===== src/rtl/i2c_wreg_pkg.sv =====
package i2c_wreg_pkg;

    localparam int WORD_W = 16;
    localparam int BYTE_W = 8;
    localparam int BITCNT_W = 4;

    typedef enum logic [3:0] {
        ST_IDLE,
        ST_ADDR,
        ST_AACK,
        ST_PTR,
        ST_PACK,
        ST_WDAT,
        ST_WACK,
        ST_TX,
        ST_RACK,
        ST_SKIP
    } bus_state_t;

    typedef struct packed {
        logic scl;
        logic sda;
        logic scl_rise;
        logic scl_fall;
        logic start;
        logic stop;
    } bus_evt_t;

    function automatic logic [BYTE_W-1:0] pick_byte(input logic [WORD_W-1:0] w, input logic hi);
        return hi ? w[WORD_W-1 -: BYTE_W] : w[BYTE_W-1:0];
    endfunction

endpackage


===== src/rtl/i2c_wreg_cond.sv =====
module i2c_wreg_cond
    import i2c_wreg_pkg::*;
#(
    parameter int STAGES = 2
) (
    input  logic     clk,
    input  logic     rst,
    input  logic     scl_i,
    input  logic     sda_i,
    output bus_evt_t evt
);

    logic [STAGES-1:0] scl_ff;
    logic [STAGES-1:0] sda_ff;
    logic              scl_d;
    logic              sda_d;

    generate
        if (STAGES == 1) begin : g_one
            always_ff @(posedge clk) begin
                if (rst) begin
                    scl_ff <= '1;
                    sda_ff <= '1;
                end else begin
                    scl_ff <= scl_i;
                    sda_ff <= sda_i;
                end
            end
        end else begin : g_chain
            always_ff @(posedge clk) begin
                if (rst) begin
                    scl_ff <= '1;
                    sda_ff <= '1;
                end else begin
                    scl_ff <= {scl_ff[STAGES-2:0], scl_i};
                    sda_ff <= {sda_ff[STAGES-2:0], sda_i};
                end
            end
        end
    endgenerate

    always_ff @(posedge clk) begin
        if (rst) begin
            scl_d <= 1'b1;
            sda_d <= 1'b1;
        end else begin
            scl_d <= scl_ff[STAGES-1];
            sda_d <= sda_ff[STAGES-1];
        end
    end

    always_comb begin
        evt.scl      = scl_ff[STAGES-1];
        evt.sda      = sda_ff[STAGES-1];
        evt.scl_rise = evt.scl & ~scl_d;
        evt.scl_fall = ~evt.scl & scl_d;
        evt.start    = evt.scl & scl_d & sda_d & ~evt.sda;
        evt.stop     = evt.scl & scl_d & ~sda_d & evt.sda;
    end

endmodule


===== src/rtl/i2c_wreg_bank.sv =====
module i2c_wreg_bank
    import i2c_wreg_pkg::*;
#(
    parameter int NREG  = 4,
    parameter int PTR_W = 2
) (
    input  logic                   clk,
    input  logic                   rst,
    input  logic                   we_hi,
    input  logic                   we_lo,
    input  logic [PTR_W-1:0]       widx,
    input  logic [BYTE_W-1:0]      wbyte,
    input  logic [PTR_W-1:0]       ridx,
    output logic [WORD_W-1:0]      rword,
    output logic [NREG*WORD_W-1:0] flat
);

    logic [WORD_W-1:0] q [NREG];

    generate
        for (genvar i = 0; i < NREG; i++) begin : g_reg
            always_ff @(posedge clk) begin
                if (rst) begin
                    q[i] <= '0;
                end else if (widx == PTR_W'(i)) begin
                    if (we_hi) q[i][WORD_W-1 -: BYTE_W] <= wbyte;
                    if (we_lo) q[i][BYTE_W-1:0]         <= wbyte;
                end
            end
            assign flat[i*WORD_W +: WORD_W] = q[i];

            a_r6_hi_store: assert property (@(posedge clk) disable iff (rst)
                (we_hi && widx == PTR_W'(i)) |=> q[i][WORD_W-1 -: BYTE_W] == $past(wbyte));
            a_r7_lo_kept: assert property (@(posedge clk) disable iff (rst)
                (!we_lo) |=> q[i][BYTE_W-1:0] == $past(q[i][BYTE_W-1:0]));
        end
    endgenerate

    assign rword = q[ridx];

endmodule


===== src/rtl/i2c_wreg_target.sv =====
module i2c_wreg_target
    import i2c_wreg_pkg::*;
#(
    parameter logic [6:0] DEV_ADDR = 7'h2C,
    parameter int         NREG     = 4,
    parameter int         STAGES   = 2
) (
    input  logic                   clk,
    input  logic                   rst,
    input  logic                   scl_i,
    input  logic                   sda_i,
    output logic                   sda_oe,
    output logic [NREG*WORD_W-1:0] regs_o
);

    localparam int PTR_W = (NREG > 1) ? $clog2(NREG) : 1;
    localparam logic [BITCNT_W-1:0] FULL = BITCNT_W'(BYTE_W);

    bus_evt_t           evt;
    bus_state_t         state;
    logic [BITCNT_W-1:0] cnt;
    logic [BYTE_W-1:0]  rx_sh;
    logic [BYTE_W-1:0]  tx_sh;
    logic               oe_q;
    logic [PTR_W-1:0]   ptr_q;
    logic               wr_hi_q;
    logic               rd_hi_q;
    logic               nack_q;
    logic [WORD_W-1:0]  rword;
    logic               byte_done;
    logic               we_hi;
    logic               we_lo;
    logic [BYTE_W-1:0]  next_tx;

    i2c_wreg_cond #(.STAGES(STAGES)) u_cond (
        .clk   (clk),
        .rst   (rst),
        .scl_i (scl_i),
        .sda_i (sda_i),
        .evt   (evt)
    );

    i2c_wreg_bank #(.NREG(NREG), .PTR_W(PTR_W)) u_bank (
        .clk   (clk),
        .rst   (rst),
        .we_hi (we_hi),
        .we_lo (we_lo),
        .widx  (ptr_q),
        .wbyte (rx_sh),
        .ridx  (ptr_q),
        .rword (rword),
        .flat  (regs_o)
    );

    assign byte_done = evt.scl_fall && (cnt == FULL);
    assign we_hi     = (state == ST_WDAT) && byte_done && wr_hi_q;
    assign we_lo     = (state == ST_WDAT) && byte_done && !wr_hi_q;
    assign next_tx   = pick_byte(rword, !rd_hi_q);
    assign sda_oe    = oe_q;

    always_ff @(posedge clk) begin
        if (rst) begin
            state   <= ST_IDLE;
            cnt     <= '0;
            rx_sh   <= '0;
            tx_sh   <= '0;
            oe_q    <= 1'b0;
            ptr_q   <= '0;
            wr_hi_q <= 1'b1;
            rd_hi_q <= 1'b1;
            nack_q  <= 1'b0;
        end else if (evt.start) begin
            state <= ST_ADDR;
            cnt   <= '0;
            oe_q  <= 1'b0;
        end else if (evt.stop) begin
            state <= ST_IDLE;
            oe_q  <= 1'b0;
        end else begin
            case (state)
                ST_ADDR, ST_PTR, ST_WDAT: begin
                    if (evt.scl_rise && cnt != FULL) begin
                        rx_sh <= {rx_sh[BYTE_W-2:0], evt.sda};
                        cnt   <= cnt + 1'b1;
                    end else if (byte_done) begin
                        cnt <= '0;
                        if (state == ST_ADDR) begin
                            if (rx_sh[7:1] == DEV_ADDR) begin
                                state   <= ST_AACK;
                                oe_q    <= 1'b1;
                                nack_q  <= rx_sh[0];
                            end else begin
                                state <= ST_SKIP;
                            end
                        end else if (state == ST_PTR) begin
                            ptr_q   <= rx_sh[PTR_W-1:0];
                            wr_hi_q <= 1'b1;
                            state   <= ST_PACK;
                            oe_q    <= 1'b1;
                        end else begin
                            wr_hi_q <= !wr_hi_q;
                            state   <= ST_WACK;
                            oe_q    <= 1'b1;
                        end
                    end
                end
                ST_AACK: begin
                    if (evt.scl_fall) begin
                        if (nack_q) begin
                            state   <= ST_TX;
                            rd_hi_q <= 1'b1;
                            tx_sh   <= pick_byte(rword, 1'b1);
                            oe_q    <= ~rword[WORD_W-1];
                            nack_q  <= 1'b0;
                        end else begin
                            state <= ST_PTR;
                            oe_q  <= 1'b0;
                        end
                    end
                end
                ST_PACK, ST_WACK: begin
                    if (evt.scl_fall) begin
                        state <= ST_WDAT;
                        oe_q  <= 1'b0;
                    end
                end
                ST_TX: begin
                    if (evt.scl_rise && cnt != FULL) begin
                        cnt <= cnt + 1'b1;
                    end else if (evt.scl_fall) begin
                        if (cnt == FULL) begin
                            state <= ST_RACK;
                            oe_q  <= 1'b0;
                            cnt   <= '0;
                        end else begin
                            tx_sh <= {tx_sh[BYTE_W-2:0], 1'b0};
                            oe_q  <= ~tx_sh[BYTE_W-2];
                        end
                    end
                end
                ST_RACK: begin
                    if (evt.scl_rise) begin
                        nack_q <= evt.sda;
                    end else if (evt.scl_fall) begin
                        if (nack_q) begin
                            state <= ST_SKIP;
                        end else begin
                            state   <= ST_TX;
                            rd_hi_q <= !rd_hi_q;
                            tx_sh   <= next_tx;
                            oe_q    <= ~next_tx[BYTE_W-1];
                        end
                        nack_q <= 1'b0;
                    end
                end
                ST_IDLE, ST_SKIP: begin
                    oe_q <= 1'b0;
                end
                default: begin
                    state <= ST_IDLE;
                    oe_q  <= 1'b0;
                end
            endcase
        end
    end

    a_r1_start_to_addr: assert property (@(posedge clk) disable iff (rst)
        evt.start |=> (state == ST_ADDR && !sda_oe));
    a_r2_stop_to_idle: assert property (@(posedge clk) disable iff (rst)
        evt.stop |=> (state == ST_IDLE && !sda_oe));
    a_r4_skip_silent: assert property (@(posedge clk) disable iff (rst)
        (state == ST_SKIP && $past(state) == ST_SKIP) |-> !sda_oe);
    a_r12_oe_scl_low: assert property (@(posedge clk) disable iff (rst)
        !$stable(sda_oe) |-> !evt.scl);
    a_r11_nack_ends: assert property (@(posedge clk) disable iff (rst)
        (state == ST_RACK && evt.scl_fall && nack_q && !evt.start && !evt.stop) |=> state == ST_SKIP);
    a_r13_reset_clear: assert property (@(posedge clk)
        $past(rst) |-> (!sda_oe && regs_o == '0));

endmodule


===== config.mk =====
export PLATFORM = sky130hd
export DESIGN_NAME = i2c_wreg_target
export DESIGN_NICKNAME = d
export VERILOG_FILES = /design/src/rtl/i2c_wreg_pkg.sv /design/src/rtl/i2c_wreg_cond.sv /design/src/rtl/i2c_wreg_bank.sv /design/src/rtl/i2c_wreg_target.sv
export SDC_FILE = /design/constraint.sdc
export NUM_CORES = 1
export LEC_CHECK = 0
export CAP_MARGIN = 5
export CORE_ASPECT_RATIO = 1.1
export CORE_MARGIN = 5
export CORE_UTILIZATION = 31
export DETAILED_ROUTE_END_ITERATION = 10
export GPL_TIMING_DRIVEN = 0
export MAX_ROUTING_LAYER = met4
export SYNTH_ARGS = -nofsm -noshare
export SYNTH_HDL_FRONTEND = slang
export SYNTH_SLANG_ARGS = --single-unit

===== constraint.sdc =====
create_clock -name clk -period 4.4 [get_ports clk]
set_input_delay 0.88 -clock clk [delete_from_list [all_inputs] [get_ports clk]]
set_output_delay 0.88 -clock clk [all_outputs]
set_load 0.05 [all_outputs]

# Word level (Yosys, flattened, before mapping)

Memories as Yosys holds them, arrays and structs flattened. A register that Yosys moved wholly into a read port is not among the register bits.
Cells that the tools add are included.

Bits in registers: 35
Memory bits (writable): 64
Input bits: 4
Output and inout port bits: 65
Logic and storage cells: 213
Memories kept: 1

Add/sub/neg operators: 1
Eq/ne operators: 43
Multiplexer cells: 99
Bitwise gates (word level): 27
Reductions and logical operators: 28

Memories:

| memory   | words | bits a word | read ports | clocked after memory_dff | write ports | line                | source |
|---|---|---|---|---|---|---|---|
| u_bank.q | 4     | 16          | 5          | 1                        | 4           | i2c_wreg_bank.sv:18 | `logic [WORD_W-1:0] q [NREG];` |

Operators by type and width:

| kind               | number |
|---|---|
| $mux 8             | 9 |
| $mux 4             | 17 |
| $mux 7             | 8 |
| $mux 1             | 55 |
| $ne 4x4->1 const B | 10 |
| $reduce_and 10->1  | 3 |
| $ne 2x2->1 const B | 14 |
| $pmux 4 s6         | 1 |
| $pmux 7 s3         | 1 |
| $eq 4x3->1 const B | 4 |
| $ne 3x3->1 const B | 5 |
| $reduce_and 7->1   | 2 |
| $eq 4x4->1 const B | 3 |
| $not 1->1          | 12 |
| $reduce_and 11->1  | 1 |
| $eq 4x2->1 const B | 2 |
| $or 1x1->1         | 8 |
| $pmux 4 s2         | 1 |
| $reduce_and 8->1   | 1 |
| $and 1x1->1        | 7 |
| $eq 7x6->1 const B | 1 |
| $mux 2             | 3 |
| $reduce_and 6->1   | 1 |
| $reduce_bool 3->1  | 2 |
| other kinds (17)   | 27 |

# Longest topological paths before layout

Gate-level depths: netlist of run 1.

Word-level depth: 10
Gate-level depth with buffers: 7
Gate-level depth less buffers: 7

# Hierarchy

Synthesis of run 1 repeated with hierarchy kept, for this count alone.

Cell total of the unflattened synthesis: 428
Area, all modules: 4888.4 um^2

Modules (own cells, without submodules):

| module          | instances | cells each | area an instance (um^2) | sequential area each (um^2) |
|---|---|---|---|---|
| i2c_wreg_bank   | 1         | 190        | 2859.0                  | 1921.8 |
| i2c_wreg_target | 1         | 220        | 1824.2                  | 580.6 |
| i2c_wreg_cond   | 1         | 18         | 205.2                   | 120.1 |

# Worst setup path after synthesis of run 1

Ideal clock, no wire load.

Kind: reg2reg
Start point: reg cnt[0]
End point: mem u_bank.q[0][0] (enable)
Setup time: 398 ps
Arrival: 1911 ps
Required time: 4002 ps
Path slack: 2091 ps
Cell stages (with the launch flop): 6
Path buffers: 0
Period minus slack after synthesis: 2309 ps
Cell sequence: dfxtp_1 > inv_1 > ha_1 > and3b_1 > nand4_1 > o41ai_1

RTL lines:

| element                | line                   | source |
|---|---|---|
| from (decl)            | i2c_wreg_target.sv:21  | `logic [BITCNT_W-1:0] cnt;` |
| from (signal assigned) | i2c_wreg_target.sv:84  | `cnt <= cnt + 1'b1;` |
| from (signal assigned) | i2c_wreg_target.sv:129 | `cnt <= cnt + 1'b1;` |
| to (decl)              | i2c_wreg_bank.sv:18    |  |

==> results of run 1 <==
[Yosys cell counts (3+ instances only)]
library cell,count
a21oi_1,26
nand3_1,15
inv_1,7
or2_2,9
a21o_1,3
o21ai_0,11
nand2b_1,8
o22ai_1,3
o31ai_1,6
mux4_1,15
mux2i_1,6
a211oi_1,7
nand2_1,17
a32o_1,6
dfxtp_1,37
nor3_1,17
nor2_2,3
a2111oi_1,6
edfxtp_1,64
buf_2,7
clkbuf_1,19
and2_1,64
nor2_1,16
[cells by family (layout without fill, tap and decap cells)]
logic type | Yosys count | after routing
simple gates | 171 | 171
flops | 101 | 101
xor+xnor | 1 | 1
mux | 22 | 22
compound gates | 87 | 87
buf+inv | 37 | 126
fa+ha+maj | 2 | 2
[sequential cells by signal, indices dropped and copies added (netlist names), named ones only]
| name | cells |
|---|---|
| u_cond.sda_d | 1 |
| rx_sh | 8 |
| cnt | 4 |
| u_bank.q | 64 |
| u_cond.scl_d | 1 |
| u_cond.scl_ff | 2 |
| sda_oe | 1 |
| state | 4 |
| rd_hi_q | 1 |
| u_cond.sda_ff | 2 |
| nack_q | 1 |
| wr_hi_q | 1 |
| tx_sh | 7 |
| ptr_q | 2 |
[final cells by class]
| class | count | area, µm² |
|---|---|---|
| timing repair buffer | 73 | 711 |
| inverter | 7 | 26.3 |
| clock buffer | 9 | 225 |
| clock inverter | 7 | 80.1 |
| multi-input combinational | 283 | 2140 |
| tap | 200 | 250 |
| fill | 1501 | 9490 |
| sequential | 101 | 2660 |
| buffer | 30 | 150 |
[worst max path at each step]
stage               startpoint         endpoint  slack (ns)  depth (start not counted)
finish                  cnt[0]  u_bank.q[1][12]        1.87                          5
global route            cnt[0]  u_bank.q[1][15]        1.73                          5
CTS                     cnt[0]   u_bank.q[3][7]        1.66                          6
detailed placement         rst   u_bank.q[3][5]        1.63                          4
global placement        cnt[0]   u_bank.q[0][4]        1.28                          5
floorplan               cnt[0]   u_bank.q[0][0]        2.09                          5
[through the flow]
| step | worst slack [ns] | utilization, % |
|---|---|---|
| 3_3_place_gp | 1.28 | 37.4 |
| 5_1_grt | 1.73 | 39.7 |
| 2_1_floorplan | 2.09 | - |
| 6_report | 1.87 | 39.7 |
| 4_1_cts | 1.66 | 39.7 |
| 3_5_place_dp | 1.63 | 37.7 |
[per-layer routing]
metal / global-route usage [%] / share of wire [%]
met5: - / 0
met1: 20.6 / 44
met3: 3.63 / 5.9
met4: 6.23 / 2.3
met2: 25.8 / 48
[critical path, cell delays in order, from the launching register on]
cell and delay [ns]:
dfxtp_1 0.35, inv_1 0.08, ha_1 0.17, and3b_1 0.24, nand4_1 0.32, o31ai_2 0.99
[report_power, final]
| group | total (mW) | internal, mW | switching, mW |
|---|---|---|---|
| Sequential | 1.06 | 1.04 | 0.0206 |
| Combinational | 0.241 | 0.0747 | 0.166 |
| Clock | 0.833 | 0.449 | 0.383 |
[cells in the final DEF (no fill, tap or decap), drive strengths merged, types with 3 or more instances in the layout]
master and instances:
dfxtp 37, nor2 19, or2 9, a32o 6, mux2i 6, a21o 3
nor3 19, edfxtp 64, a2111oi 6, clkdlybuf4s50 67, o21ai 12, nand2 17
nor4b 3, o31ai 6, o22ai 3, and2 64, nand2b 8, nand3 15
a211oi 8, inv 10, clkbuf 30, buf 15, mux4 16, a21oi 27
==> flow_summary.toml, run 1 <==
[clock_tree]
cts_setup_buffers = 0
cts_hold_buf = 0
clock_path_buffers = 2
htreeDepth = 3
post_cts_resized = 0
clk_pin_slew_ns = 0.07
tritoncts = "built"
cts_made_buffers = 9
clock-root-buffer = "clkbuf_16"
clock_latency_ns = 0.36
clock_sinks = 101

[floorplan]
start_util_pct = 31.5
rows = 48
die_w_um = 131
die_area_um2 = 18600
pin_count = 69
core-area_um2 = 15700
die_h_um = 143

[synthesis]
synth_cells = 421
synth-simple-area-share_pct = 20.3
synth_cell_type_count = 62
synth.area.top_cells = "edfxtp_1, dfxtp_1, and2_1"
synth_mux_area_share_pct = 9.61
synth_area_um2 = 4960
synth_seq_cells = 101
avgSynthCellArea_um2 = 11.8
synthAdderAreaFrac_pct = 0.505
synth_edf_count = 64
netlist.area_leader.share_pct = 38.7
synthXorXnorAreaFrac_pct = 0.177
synth_warnings = 0
syn_nets = 427
synth_compound_area_share_pct = 12.2
synth_flop_cell = "edfxtp_1"
synth-async-reset-ratio_pct = 0
yosysSeqAreaShare_pct = 53.7
yosysTopAreaCell = "edfxtp_1"
synth_top_family_by_area = "simple AND/OR/NAND/NOR gates"

[detailed_routing]
ant_nets = 0
drtPass1Iterations = 5
vias = 3812
drt_iter0_drc = 383
viasPerCell = 5.37
drc = 0
routedWlPerCell_um = 20.4
finalWirelength_mm = 14.5

[layout]
syn2layout_area_growth_pct = 26.0
final_cell_count_no_fill = 710
diodes = 0
nets = 511
drive_gt1_share_pct = 11.2
design_area_um2 = 6250

[global_route]
grt.total_usage_pct = 16.4
grt_max_degree = 19
antenna_found_initial = 0
grt_overflow_total = 0
grt_pass1_vias = 3862
grt_pass1_wl_mm = 22.1

[job]
cap_violations = 0

[timing]
finalHoldViolations = 0
period_share_pct = 57.5
skew_ns = 0.0120
finalCriticalPeriod_ns = 2.53
worst_slew_pin_slew_ns = 1.09
setup_violations = 0
slew_violations = 0
rsz0062_at_grt = "false"
fin_tns_setup_ns = 0
whs_ns = 0.412
fmax_mhz = 396
relSlewSlack_pct = 27.2

[placed_design]
placedCellCount = 693
dp_hpwl_mm = 10.5
gp_congestion = 0.901
place_area_um2 = 5940
io_buffers = 67

[worst_setup_path]
startpoint_type = "flip-flop"
critPathMaxFanout = 8
cp.arrival_ns = 2.51
end_kind = "flip-flop"
ff2ff_path_depth = 5
path_class = "flip-flop to flip-flop"
reg2reg_to = "u_bank.q[1][12]"
critPathRequiredTime_ns = 4.38
r2r_setup_slack_ns = 1.87
rr_startpoint = "cnt[0]"

[min_path]
hp-class = "flip-flop to flip-flop"
whs_path_depth = 1
hold_path_end = "u_cond.scl_ff[1]"
hold_start = "u_cond.scl_ff[0]"

[pwr]
leakage_nw = 2.10
power_mw = 2.13
ir_drop_mv = 0.220
power.density_nw_per_um2 = 341

[status]
status = "finished clean"
Note: power is estimated with default switching activity, not from simulation.
==> run 2: changes to the inputs <==
==> constraint.sdc (replaced) <==
create_clock -name clk -period 2.1 [get_ports clk]
set_input_delay 0.42 -clock clk [delete_from_list [all_inputs] [get_ports clk]]
set_output_delay 0.42 -clock clk [all_outputs]
set_load 0.05 [all_outputs]
==> flow_summary.toml, run 2 (synthesis gave the netlist of run 1 again) <==
[layout]
largest_reg_flops = 64
diodes = 0
final_cell_count_no_fill = 715
fillers = 1479
nets = 516
fin_util_pct = 42.0
regMostFlops = "u_bank.q"
syn2layout_area_growth_pct = 33.2
largestRegisters = "u_bank.q x64, rx_sh x8, tx_sh x7"
final_cell_mix = "clkdlybuf4s50_1, edfxtp_1, and2_1"
drive_gt1_share_pct = 19.2
layout_commonest_cell = "clkdlybuf4s50_1"

[detailed_routing]
vias = 3878
drtPass1Iterations = 5
ant_nets = 0
viasPerCell = 5.42
routedWlPerCell_um = 20.9
drt_iter0_drc = 380
drc = 0
finalWirelength_mm = 15.0

[global_route]
grt_pass1_vias = 3956
grt.total_usage_pct = 16.5
grt_overflow_total = 0
grt_max_degree = 20
grt_pass1_wl_mm = 22.6
antenna_found_initial = 0

[placed_design]
io_buffers = 67
gp_congestion = 0.880
dp_hpwl_mm = 10.5
placedCellCount = 692
place_ws_ns = -0.553

[timing]
period_share_pct = 97.1
skew_ns = 0.00933
setup_violations = 0
slew_violations = 0
finalHoldViolations = 0
relSlewSlack_pct = 37.4
finalCriticalPeriod_ns = 2.04
worst_slack_ns = 0.0613
fmax_mhz = 491
rsz0062_at_grt = "true"
worst_slew_pin_slew_ns = 0.939
fin_tns_setup_ns = 0

[pwr]
leakage_nw = 2.18
power.density_nw_per_um2 = 684
ir_drop_mv = 0.363

[clock_tree]
tritoncts = "built"
clk_pin_slew_ns = 0.07
htreeDepth = 3
cts_hold_buf = 0
clock_path_buffers = 2
clock-root-buffer = "clkbuf_16"
clock_latency_ns = 0.35
clock_sinks = 101
cts_made_buffers = 9

[floorplan]
die_w_um = 131
pin_count = 69
die_h_um = 143
rows = 48
die_area_um2 = 18600
start_util_pct = 31.5
core-area_um2 = 15700

[min_path]
hp-class = "flip-flop to flip-flop"

[worst_setup_path]
critPathMaxFanout = 10
critical_path.max_stage_delay_ns = 0.47
critPathRequiredTime_ns = 2.34
path_cells = "buf_4 > nand2b_1 > a311oi_2 > a21o_1 > nor4_1 > nor4b_1"
cp.arrival_ns = 2.28
slowest_stage = "a311oi_2"
end_kind = "flip-flop"
path_class = "flip-flop to flip-flop"
startpoint_type = "flip-flop"

[job]
cap_violations = 0

[status]
status = "finished clean"
-- run 2: changes by cell type in the layout (fill, tap and decap cells not counted), moves of 4 or more --
| cell | change |
|---|---|
| buf_2 | -4 |
| dfxtp_1 | -4 |
| o31ai_4 | +4 |
| buf_4 | +9 |
| clkbuf_1 | -5 |
| a2111oi_1 | -5 |
| a2111oi_2 | +4 |
-- run 2: critical path: cells and delay by family, from the launching register on --
kind	cells	cell delay, ns
and+or+nand+nor	3	0.69
AOI/OAI and AO/OA	2	0.68
DFF	1	0.36
buffers and inverters	1	0.19
-- run 2: final timing paths --
path	startpoint	to	slack (ns)	cells past startpoint
max	state[3]	sda_oe	0.06	6
min	u_cond.scl_ff[0]	u_cond.scl_ff[1]	0.41	1
max reg2reg	state[3]	sda_oe	0.06	6
min reg2reg	u_cond.scl_ff[0]	u_cond.scl_ff[1]	0.41	1
-- run 2: power breakdown --
part	leakage, nW	switching (mW)	internal [mW]
sequential	0.908	0.0430	2.17
clock	0.156	0.821	0.957
combinational	1.12	0.357	0.169
total	2.18	1.22	3.29
-- run 2: per-layer routing --
layer  share of wire [%]  vias to the layer above  track usage (%)
met1                  43                     1912             21.9
met2                  48                      174             25.6
met4                 2.0                        0             4.87
met5                   0                        -                -
met3                 7.0                       21             3.48
li1                    -                     1771                -
-- run 2: stage by stage --
stage          total power, mW  hold WS [ns]  area [µm²]
6_report                  4.52         0.412        6610
3_3_place_gp              2.76         0.401        5890
5_1_grt                   4.63         0.435        6610
2_1_floorplan             2.57         0.389        4970
3_5_place_dp              2.76         0.393        5940
4_1_cts                   4.52         0.414        6420
-- run 2: final cells by class --
| cell class | instances | area [µm²] | share of cell area [%] |
|---|---|---|---|
| Buffer | 27 | 154 | 2.33 |
| Clock buffer | 9 | 225 | 3.41 |
| Clock inverter | 7 | 90.1 | 1.36 |
| Inverter | 7 | 28.8 | 0.436 |
| Multi-Input combinational cell | 283 | 2380 | 36.1 |
| Sequential cell | 101 | 2670 | 40.4 |
| Tap cell | 200 | 250 | 3.79 |
| Timing Repair Buffer | 81 | 805 | 12.2 |
-- run 2: timing repair --
action | in CTS | in global routing
endpoints found under the setup margin | 125 | 87
gates resized for setup | 21 | 45
buffers inserted | 7 | 3
pin swaps | 5 | 3
==> run 3: changes to the inputs <==
==> constraint.sdc (replaced) <==
create_clock -name clk -period 2.6 [get_ports clk]
set_input_delay 0.52 -clock clk [delete_from_list [all_inputs] [get_ports clk]]
set_output_delay 0.52 -clock clk [all_outputs]
set_load 0.05 [all_outputs]
==> flow_summary.toml, run 3 (synthesis gave the netlist of run 1 again) <==
[clock_tree]
tritoncts = "built"
clock_path_buffers = 2
htreeDepth = 3
clock_latency_ns = 0.36
cts_made_buffers = 9
clock-root-buffer = "clkbuf_16"
clock_sinks = 101
cts_setup_buffers = 0
clk_pin_slew_ns = 0.07

[placed_design]
place_area_um2 = 5940
placedCellCount = 693
gp_congestion = 0.901
dp_hpwl_mm = 10.5
io_buffers = 67

[detailed_routing]
drc = 0
finalWirelength_mm = 14.5
vias = 3865
routedWlPerCell_um = 20.5
drt_iter0_drc = 343
drtPass1Iterations = 5
viasPerCell = 5.45
ant_nets = 0

[worst_setup_path]
end_kind = "flip-flop"
r2r_setup_slack_ns = 0.1
ff2ff_path_depth = 5
path_class = "flip-flop to flip-flop"
reg2reg_to = "u_bank.q[1][12]"
rr_startpoint = "cnt[0]"
critPathMaxFanout = 8
critPathRequiredTime_ns = 2.58
cp-startpoint = "cnt[0]"
startpoint_type = "flip-flop"
cp.arrival_ns = 2.48

[layout]
final_cell_mix = "clkdlybuf4s50_1, and2_1, edfxtp_1"
layout_commonest_cell = "clkdlybuf4s50_1"
syn2layout_area_growth_pct = 26.0
design_area_um2 = 6250
nets = 510
final_cell_count_no_fill = 709
diodes = 0
largestRegisters = "u_bank.q x64, rx_sh x8, tx_sh x7"
regMostFlops = "u_bank.q"
fin_util_pct = 39.7
drive_gt1_share_pct = 11.2
largest_reg_flops = 64

[timing]
finalCriticalPeriod_ns = 2.50
worst_slew_pin_slew_ns = 1.04
skew_ns = 0.00987
rsz0062_at_grt = "true"
period_share_pct = 96.3
relSlewSlack_pct = 30.2
setup_violations = 0
finalHoldViolations = 0
slew_violations = 0
fmax_mhz = 400

[min_path]
hold_path_end = "u_cond.scl_ff[1]"
whs_path_depth = 1
hp-class = "flip-flop to flip-flop"
hold_start = "u_cond.scl_ff[0]"

[job]
cap_violations = 0

[global_route]
grt_pass1_wl_mm = 22.1
antenna_found_initial = 0
grt_pass1_vias = 3862
grt_overflow_total = 0
grt.total_usage_pct = 16.4
grt_max_degree = 19

[pwr]
power_mw = 3.60
ir_drop_mv = 0.368
power.density_nw_per_um2 = 577
leakage_nw = 2.10

[floorplan]
die_area_um2 = 18600
core-area_um2 = 15700
die_w_um = 131
die_h_um = 143
start_util_pct = 31.5
rows = 48
pin_count = 69

[status]
status = "finished clean"
==> run 3: repair_timing <==
item                                    4_1_cts  5_1_grt
hold buffers                                  0        0
gates resized for setup                       1        3
endpoints found under the setup margin        8       23
pin swaps                                     0        0
==> run 3: critical path, cell delays in order, from the launching register on <==
cell and delay [ns]:
dfxtp_1 0.35, inv_1 0.09, ha_1 0.16, and3b_1 0.24, nand4_1 0.33, o31ai_2 0.96
==> run 3: metrics by stage <==
step	TNS (ns)	worst slack (ns)	hold slack (ns)
after floorplan	0	0.291	0.389
after global placement	-14.36	-0.517	0.402
after detailed placement	-1.05	-0.132	0.397
after CTS	0	0.0653	0.416
after global routing	-0.375	-0.0474	0.426
final	0	0.0972	0.412
==> run 3: layout make-up <==
type	count	area, µm²
Fill cell	1500	9480
Sequential cell	101	2660
Buffer	30	151
Clock buffer	9	225
Tap cell	200	250
Clock inverter	7	80.1
Multi-Input combinational cell	283	2150
Inverter	7	26.3
Timing Repair Buffer	72	706
==> run 3: worst max path at each step <==
stage / end / slack, ns / depth (start not counted)
floorplan: u_bank.q[0][0] / 0.29 / 5
global placement: u_bank.q[0][5] / -0.52 / 5
detailed placement: u_bank.q[3][5] / -0.13 / 6
CTS: u_bank.q[1][12] / 0.07 / 5
global route: u_bank.q[1][15] / -0.05 / 5
finish: u_bank.q[1][12] / 0.1 / 5
==> run 3: routing by layer <==
metal,up-vias,track usage (%),share of wire (%)
met4,0,6.23,2.4
met1,1938,20.6,44
met2,141,25.8,48
met3,22,3.63,5.5
li1,1764,-,-
met5,-,-,0
==> run 3: report_power, final <==
part,internal (mW),switching (mW),total [mW]
logic,0.126,0.281,0.407
registers,1.75,0.0350,1.79
clock network,0.760,0.647,1.41
total,2.64,0.963,3.60
